**src/rtl/chmon_pkg.sv**
```systemverilog
package chmon_pkg;

  localparam int NFLT    = 5;
  localparam int B_OPEN  = 0;
  localparam int B_SAT   = 1;
  localparam int B_EXC   = 2;
  localparam int B_CRC   = 3;
  localparam int B_STALL = 4;

  typedef enum logic [2:0] {
    FC_NONE  = 3'd0,
    FC_OPEN  = 3'd1,
    FC_SAT   = 3'd2,
    FC_EXC   = 3'd3,
    FC_CRC   = 3'd4,
    FC_STALL = 3'd5
  } fcode_t;

  typedef enum logic [2:0] {
    SRC_NONE  = 3'd0,
    SRC_INPUT = 3'd1,
    SRC_AFE   = 3'd2,
    SRC_ADC   = 3'd3,
    SRC_LINK  = 3'd4
  } fsrc_t;

  // Priority: stall > crc > excitation > saturation > open/short
  function automatic fcode_t pick_code(input logic [NFLT-1:0] f);
    if (f[B_STALL])     return FC_STALL;
    else if (f[B_CRC])  return FC_CRC;
    else if (f[B_EXC])  return FC_EXC;
    else if (f[B_SAT])  return FC_SAT;
    else if (f[B_OPEN]) return FC_OPEN;
    else                return FC_NONE;
  endfunction

  function automatic fsrc_t src_of(input fcode_t c);
    case (c)
      FC_OPEN:  return SRC_INPUT;
      FC_SAT:   return SRC_ADC;
      FC_EXC:   return SRC_AFE;
      FC_CRC:   return SRC_LINK;
      FC_STALL: return SRC_LINK;
      default:  return SRC_NONE;
    endcase
  endfunction

endpackage

```
**src/rtl/chmon_sat_det.sv**
```systemverilog
module chmon_sat_det #(
  parameter int CODE_W  = 16,
  parameter int SAT_RUN = 16
) (
  input  logic              clk,
  input  logic              rst_n,
  input  logic              accept,
  input  logic [CODE_W-1:0] code,
  output logic              rail_now,
  output logic              sat_live
);
  localparam int CW = $clog2(SAT_RUN + 1);
  localparam logic [CW-1:0] RUN_C = CW'(SAT_RUN);

  function automatic logic at_rail(input logic [CODE_W-1:0] c);
    return (c == '0) || (&c);
  endfunction

  logic [CW-1:0] run_cnt;

  assign rail_now = at_rail(code);

  always_ff @(posedge clk) begin
    if (!rst_n) begin
      run_cnt <= '0;
    end else if (accept) begin
      if (!rail_now)            run_cnt <= '0;
      else if (run_cnt != RUN_C) run_cnt <= run_cnt + 1'b1;
    end
  end

  assign sat_live = (run_cnt == RUN_C);
endmodule

```
**src/rtl/chmon_link_watch.sv**
```systemverilog
module chmon_link_watch #(
  parameter int TMR_W = 16
) (
  input  logic             clk,
  input  logic             rst_n,
  input  logic             smp_valid,
  input  logic             smp_crc_ok,
  input  logic [TMR_W-1:0] stall_limit,
  output logic             crc_live,
  output logic             stall_live
);
  logic [TMR_W-1:0] gap_cnt;
  logic             crc_bad;

  always_ff @(posedge clk) begin
    if (!rst_n) begin
      gap_cnt <= '0;
      crc_bad <= 1'b0;
    end else begin
      if (smp_valid && smp_crc_ok) gap_cnt <= '0;
      else if (gap_cnt != '1)      gap_cnt <= gap_cnt + 1'b1;
      if (smp_valid) crc_bad <= !smp_crc_ok;
    end
  end

  assign crc_live   = crc_bad;
  assign stall_live = (stall_limit != '0) && (gap_cnt >= stall_limit);
endmodule

```
**src/rtl/chmon_fault_log.sv**
```systemverilog
module chmon_fault_log #(
  parameter int NF = 5
) (
  input  logic          clk,
  input  logic          rst_n,
  input  logic [NF-1:0] live,
  input  logic          clear_req,
  output logic [NF-1:0] logged
);
  always_ff @(posedge clk) begin
    if (!rst_n) logged <= '0;
    else        logged <= (clear_req ? '0 : logged) | live;
  end
endmodule

```
**src/rtl/chmon_selftest_rec.sv**
```systemverilog
module chmon_selftest_rec #(
  parameter int TS_W = 32
) (
  input  logic            clk,
  input  logic            rst_n,
  input  logic            done,
  input  logic            pass,
  input  logic [TS_W-1:0] tick,
  output logic            seen,
  output logic            pass_q,
  output logic [TS_W-1:0] stamp
);
  always_ff @(posedge clk) begin
    if (!rst_n) begin
      seen   <= 1'b0;
      pass_q <= 1'b0;
      stamp  <= '0;
    end else if (done) begin
      seen   <= 1'b1;
      pass_q <= pass;
      stamp  <= tick;
    end
  end
endmodule

```
**src/rtl/chmon_fault_monitor.sv**
```systemverilog
module chmon_fault_monitor
  import chmon_pkg::*;
#(
  parameter int CODE_W  = 16,
  parameter int SAT_RUN = 16,
  parameter int TMR_W   = 16,
  parameter int TS_W    = 32
) (
  input  logic              clk,
  input  logic              rst_n,
  input  logic              smp_valid,
  input  logic [CODE_W-1:0] smp_code,
  input  logic              smp_crc_ok,
  input  logic              exc_ok,
  input  logic              openshort_det,
  input  logic [TMR_W-1:0]  stall_limit,
  input  logic              clear_req,
  input  logic              selftest_done,
  input  logic              selftest_pass,
  input  logic [TS_W-1:0]   time_tick,
  output logic [4:0]        live_flags,
  output logic [2:0]        live_code,
  output logic [2:0]        live_src,
  output logic [4:0]        log_flags,
  output logic [2:0]        log_code,
  output logic [2:0]        log_src,
  output logic              st_seen,
  output logic              st_pass,
  output logic [TS_W-1:0]   st_stamp
);
  // Named internal events, visible to the checker
  logic   accept;
  logic   rail_now;
  logic   sat_live;
  logic   crc_live;
  logic   stall_live;
  logic   exc_bad_q;
  logic   open_q;
  fcode_t live_c;
  fcode_t log_c;

  assign accept = smp_valid && smp_crc_ok;

  always_ff @(posedge clk) begin
    if (!rst_n) begin
      exc_bad_q <= 1'b0;
      open_q    <= 1'b0;
    end else begin
      exc_bad_q <= !exc_ok;
      open_q    <= openshort_det;
    end
  end

  chmon_sat_det #(.CODE_W(CODE_W), .SAT_RUN(SAT_RUN)) u_sat (
    .clk(clk), .rst_n(rst_n), .accept(accept), .code(smp_code),
    .rail_now(rail_now), .sat_live(sat_live)
  );

  chmon_link_watch #(.TMR_W(TMR_W)) u_link (
    .clk(clk), .rst_n(rst_n), .smp_valid(smp_valid), .smp_crc_ok(smp_crc_ok),
    .stall_limit(stall_limit), .crc_live(crc_live), .stall_live(stall_live)
  );

  always_comb begin
    live_flags          = '0;
    live_flags[B_OPEN]  = open_q;
    live_flags[B_SAT]   = sat_live;
    live_flags[B_EXC]   = exc_bad_q;
    live_flags[B_CRC]   = crc_live;
    live_flags[B_STALL] = stall_live;
  end

  chmon_fault_log #(.NF(NFLT)) u_log (
    .clk(clk), .rst_n(rst_n), .live(live_flags), .clear_req(clear_req),
    .logged(log_flags)
  );

  chmon_selftest_rec #(.TS_W(TS_W)) u_st (
    .clk(clk), .rst_n(rst_n), .done(selftest_done), .pass(selftest_pass),
    .tick(time_tick), .seen(st_seen), .pass_q(st_pass), .stamp(st_stamp)
  );

  assign live_c    = pick_code(live_flags);
  assign log_c     = pick_code(log_flags);
  assign live_code = live_c;
  assign live_src  = src_of(live_c);
  assign log_code  = log_c;
  assign log_src   = src_of(log_c);
endmodule

```
**config.mk**
```make
export PLATFORM = sky130hd
export DESIGN_NAME = chmon_fault_monitor
export DESIGN_NICKNAME = d
export VERILOG_FILES = /design/src/rtl/chmon_pkg.sv /design/src/rtl/chmon_sat_det.sv /design/src/rtl/chmon_link_watch.sv /design/src/rtl/chmon_fault_log.sv /design/src/rtl/chmon_selftest_rec.sv /design/src/rtl/chmon_fault_monitor.sv
export SDC_FILE = /design/constraint.sdc
export NUM_CORES = 1
export LEC_CHECK = 0
export ABC_CLOCK_PERIOD_IN_PS = 2570
export CAP_MARGIN = 10
export CORE_UTILIZATION = 31
export CTS_BUF_LIST = sky130_fd_sc_hd__clkbuf_16
export DETAILED_ROUTE_END_ITERATION = 6
export GPL_TIMING_DRIVEN = 0
export HOLD_SLACK_MARGIN = 0.06
export PLACE_DENSITY = 0.7
export SETUP_SLACK_MARGIN = 0.4
export SLEW_MARGIN = 40
export SYNTH_ARGS = -nofsm -noshare
export SYNTH_HDL_FRONTEND = slang
export SYNTH_SLANG_ARGS = --single-unit
```
**constraint.sdc**
```tcl
create_clock -name clk -period 2.57 [get_ports clk]
set_input_delay 0.257 -clock clk [delete_from_list [all_inputs] [get_ports clk]]
set_output_delay 0.257 -clock clk [all_outputs]
set_load 0.01 [all_outputs]
```
Word-level counts from Yosys, hierarchy flattened
Index checks and enable logic that the tools add are counted.

operators by class
  add/subtract/negate cells = 2
  $lt $le $gt $ge = 1
  equal/unequal tests = 14
  mux-type cells = 15
  bitwise gates (word level) = 2
  reduce and logical (&&, ||, !) cells = 12

operators with widths
  cell                                                  count
  case mux 3 bit (4 select lines)                       2
  adder 16 x 1 -> 16 bit (second input constant)        1
  >= comparator 16 bit                                  1
  logical NOT 16 bit                                    1
  != test 16 bit (second input constant)                1
  AND reduction 16 bit                                  1
  nonzero test 16 bit                                   1
  two-way mux 5 bit                                     3
  equality test 3 x 2 -> 1 bit (second input constant)  4
  equality test 3 bit (second input constant)           4
  two-way mux 3 bit                                     4
  two-way mux 2 bit                                     4
  equality test 3 x 1 -> 1 bit (second input constant)  2
  OR reduction 2 bit                                    3
  adder 5 x 1 -> 5 bit (second input constant)          1
  equality test 5 bit (second input constant)           1
  != test 5 bit (second input constant)                 1
  bitwise OR 5 bit                                      1
  logical AND 1 bit                                     2
  logical NOT 1 bit                                     2
  two-way mux 1 bit                                     2
  != test 2 x 1 -> 1 bit (second input constant)        1
  AND reduction 2 bit                                   1
  logical OR 1 bit                                      1
  inverter 1 bit                                        1

word-level totals
  bits in registers = 63
  input port bits = 73
  output and inout bits = 56
  word-level logic and storage cells = 55

Logic depth before layout (Yosys ltp)
  word-level depth = 8
  depth in mapped cells = 8
  gate-level depth less buffers = 7

Hierarchy
A second synthesis with hierarchy kept.

second synthesis, totals
  cells, all modules = 354
  area, all modules = 3325.7 sq um

modules (own cells, without submodules)
  module               instances  cells an instance  area an instance (sq um)  seq. area each (sq um)
  chmon_selftest_rec   1          108                1307.5                    680.7
  chmon_link_watch     1          148                1201.2                    340.3
  chmon_sat_det        1          53                 432.9                     100.1
  chmon_fault_monitor  1          30                 215.2                     40.0
  chmon_fault_log      1          15                 168.9                     100.1

Worst setup path after synthesis
Ideal clock, no wire load.

  path type = reg2out
  from = reg u_link.gap_cnt[2]
  to = out live_src[2]
  arrival = 1.864 ns
  data required time = 2.313 ns
  path slack = 0.449 ns
  cell stages (with the launch flop) = 8
  buffers on the path = 1
  path through = dfxtp_1 > ha_1 > a211o_1 > a31oi_1 > o221ai_1 > a21oi_1 > o21bai_1 > buf_4

between the ends
  word-level cells in the longest chain between the ends = 6
  elaborated cells between the ends (all ways) = 10
  classes of those cells = 1 x order compare; 5 x eq/ne; 2 x mux; 2 x reduce/logical

ends and longest elaborated chain
  what                                 RTL line                   text
  start: declaration                   chmon_link_watch.sv:12     logic [TMR_W-1:0] gap_cnt;
  start signal: assignment             chmon_link_watch.sv:21     else if (gap_cnt != '1) gap_cnt <= gap_cnt + 1'b1;
  >= comparator 16 bit (*)             chmon_link_watch.sv:27     assign stall_live = (stall_limit != '0) && (gap_cnt >= stall_limit);
  logical AND 1 bit (*)                chmon_link_watch.sv:27
  two-way mux 3 bit (*)                chmon_pkg.sv:29            if (f[B_STALL]) return FC_STALL;
  via live_code[2]                     chmon_fault_monitor.sv:22  output logic [2:0] live_code,
  equality test 3 bit                  chmon_pkg.sv:38            case (c)
  OR reduction 2 bit (no source line)  n/a
  case mux 3 bit (4 select lines) (*)  chmon_pkg.sv:38
  end: declaration                     chmon_fault_monitor.sv:23  output logic [2:0] live_src,

Mark *: on every way through the listed nets, which the timed path passes. The rest lies on a longest branch.

Final worst setup path
  from = reg u_link.gap_cnt[5]
  to = out live_code[0]

between the ends
  word-level cells in the longest chain between the ends = 3

ends and longest elaborated chain
  what                  RTL line
  >= comparator 16 bit  chmon_link_watch.sv:27
  logical AND 1 bit     chmon_link_watch.sv:27
  two-way mux 3 bit     chmon_pkg.sv:29
  end: declaration      chmon_fault_monitor.sv:22

Every way passes these cells.

==> results.py <==
metrics = {
    "critical_path": {
        "crit_required_ns": 2.31,
        "critical_path_class": "reg2out",
        "cp-start-kind": "flop",
        "crit_arrival_ns": 2.19,
        "critical_r2r_capture": "u_link.gap_cnt[0]",
        "highest_fanout_seen_on_the_critical_path": 6,
        "worstRegToRegCells": 8,
        "setup.reg_to_reg.worst_slack_ns": 0.60,
        "r2r_start": "u_link.gap_cnt[0]",
        "endpoint_type_of_the_worst_setup_path": "primary output",
    },
    "global_routing": {
        "grt_pass1_vias": 2887,
        "globalRoute.totalOverflow": 0,
        "largest_net_degree_at_the_start_of_global_routing": 11,
        "grt_pass1_wl_mm": 13.3,
        "antenna_found_initial": 0,
        "grt_util_overall": 0.165,
    },
    "cells_and_area": {
        "layout.cells.non_filler": 638,
        "final_instance_area_sq_um": 5020,
        "finalNetCount": 593,
        "share_of_final_layout_standard_cells_stronger_than_drive_strength_1": 0.135,
        "n_antenna_cell": 0,
        "areaGrowthSynthToFinish_pct": 62.7,
    },
    "sta": {
        "finalCriticalPeriod_ns": 2.44,
        "maxSlewHeadroom": 0.661,
        "fin_skew_ns": 0.00660,
        "drv_slew": 0,
        "worstMarginPinSlew_ns": 0.508,
        "whs_ns": 0.403,
        "grt_setup_unrepaired": "yes",
        "period_share": 0.951,
        "finalHoldViolations": 0,
        "finalSetupViolCount": 0,
        "achievable-frequency_ghz": 0.409,
    },
    "synth": {
        "synth.area.top_cells": "dfxtp_1 (41%), mux2i_1 (12%), nor2_1 (8.8%), ha_1 (7.7%), inv_1 (3.0%)",
        "yosys_register_bits": 63,
        "synth-edff-count": 0,
        "postSynthNetCount": 447,
        "most_used_standard_cells_in_the_synthesized_netlist": "nor2_1 (72), dfxtp_1 (63), mux2i_1 (36), inv_1 (25), ha_1 (19)",
        "synth.yosys.warnings": 0,
        "synth.distinct_cells": 40,
        "post_synth_instance_area_sq_um": 3090,
        "synth-seq-area-share": 0.409,
        "synth_async_sr_flop_share": 0,
        "synth_top_cell_area_share": 0.409,
        "synth_top_cell_by_area": "dfxtp_1",
        "post-synth-top-count-cell": "nor2_1",
        "syn_avg_cell_area_sq_um": 8.69,
        "commonest_register_cell_after_synthesis": "dfxtp_1",
        "netlist_instances": 355,
    },
    "drt": {
        "drt_first_iter_violations": 106,
        "drt_wl_total_mm": 8.64,
        "vias_per_cell": 4.77,
        "via_count": 3044,
        "drtPass1Iterations": 5,
        "wl_per_cell_um": 13.5,
        "drc_errors": 0,
        "postRouteAntennaNets": 0,
    },
    "clock_tree": {
        "maximum_buffer_depth_of_the_clock_tree": 2,
        "clk_root_buffer_cell": "clkbuf_16",
        "clk_transition_reported_paths_ns": 0.05,
        "cts_buffers": 9,
        "cts.sinks": 63,
        "cts_max_level": 3,
        "clk-insertion-delay-late_ns": 0.32,
        "cts_hold_buf": 0,
        "tritoncts": "yes",
    },
    "power_and_ir_drop": {
        "power_per_cell_area_nw_per_um2": 517,
        "maximum_resistive_drop_on_vdd_v": 0.000338,
        "power.static_leakage_uw": 0.00209,
    },
    "place": {
        "gp_congestion": 0.845,
        "place.port_buffers": 127,
        "placement.cell_area_sq_um": 4520,
        "dpl.hpwl_mm": 6.58,
        "place_inst": 615,
    },
    "hold_path": {
        "worst_hold_path_type": "in2reg",
        "min_from": "selftest_done",
        "hold_path_end": "u_st.stamp[23]",
        "hold_depth": 3,
    },
    "status": {
        "run_status": "complete, no violations",
    },
    "die": {
        "num_rows": 36,
        "initial_utilization": 0.317,
        "die_area_sq_um": 10400,
        "num_io_pins": 129,
        "placeableCoreArea_sq_um": 9730,
        "dieWidth_um": 102,
        "floorplan.die.height_um": 102,
    },
    "job": {
        "timing.max_cap.violations": 0,
    },
}
power breakdown:
part / switching, uW / internal, uW
sequential: 26.1 / 1010
combinational: 164 / 248
clock: 410 / 731
worst max-delay path by stage:
stage / from / to / slack, ns
detailed placement: stall_limit[2] / live_src[2] / -0.76
finish: u_link.gap_cnt[5] / live_code[0] / 0.13
global route: u_link.gap_cnt[5] / live_code[0] / 0.05
CTS: u_link.gap_cnt[5] / live_code[0] / 0.14
floorplan: u_link.gap_cnt[2] / live_src[2] / 0.45
global placement: stall_limit[2] / live_src[2] / -0.71
layout make-up:
cell class	instances	area (sq um)
inverters	26	97.6
plain buffers	18	98.8
multi-input cells	248	1770
clock inverters	6	52.6
fillers	926	4710
clock buffers	9	225
well taps	133	166
flip-flops and latches	63	1280
repair buffers	135	1330
flip-flops by register name, summed over array words and instances (netlist names):
| name | cells |
|---|---|
| open_q | 1 |
| u_log.logged | 5 |
| u_st.stamp | 32 |
| u_st.seen | 1 |
| u_link.gap_cnt | 16 |
| exc_bad_q | 1 |
| u_link.crc_live | 1 |
| u_sat.run_cnt | 5 |
| u_st.pass_q | 1 |
what timing repair did:
item | 4_1_cts | 5_1_grt
endpoints found under the setup margin | 8 | 8
cloned | 0 | 0
endpoints found under the hold margin | 0 | 0
gates resized for setup | 71 | 10
setup buffers | 7 | 1
pin swaps | 10 | 5
per-stage QoR:
step / setup WS (ns) / total power (uW) / util / setup TNS (ns)
after floorplan: 0.449 / 1210 / - / 0
after global placement: -0.714 / 1450 / 0.465 / -4.38
after detailed placement: -0.763 / 1460 / 0.465 / -4.71
after CTS: 0.140 / 2620 / 0.510 / 0
after global routing: 0.0521 / 2700 / 0.516 / 0
final: 0.126 / 2590 / 0.516 / 0
critical path: stages, from the launching register on:
cell      delay, ns
dfxtp_4        0.35
ha_4           0.27
nand2_2        0.04
or3_4          0.39
o221ai_4       0.21
a21oi_2        0.08
buf_6          0.14
buf_6          0.11
o22ai_2        0.12
buf_2          0.16
cell families (layout without fill, tap and decap cells):
family                   count (synthesis)  in the layout  share of synthesized area
XOR/XNOR                                10             10                     0.0284
adder cells (fa/ha/maj)                 19             19                     0.0770
flip-flops                              63             63                      0.409
multiplexers                            36             36                      0.117
AND/OR/NAND/NOR                        131            131                      0.198
buffers and inverters                   44            194                     0.0624
AO/OA/AOI/OAI                           52             52                      0.108
metal layers:
layer  wire length, um  track usage
met4               218       0.0713
met3               405       0.0407
met5                 0            0
met2              4440        0.293
met1              3580        0.186
layout by cell type, fill, tap and decap left out, types with 9 or more instances in the layout:
cell type,Yosys,routed
buf_6,0,9
ha_1,19,14
nand4_1,9,9
mux2i_1,36,36
inv_1,25,21
a21oi_1,18,17
buf_4,6,11
dfxtp_1,63,54
nand2_1,14,12
nor2_1,72,72
clkbuf_16,0,9
clkdlybuf4s50_1,0,112
Note: power is estimated with default switching activity, not from simulation.
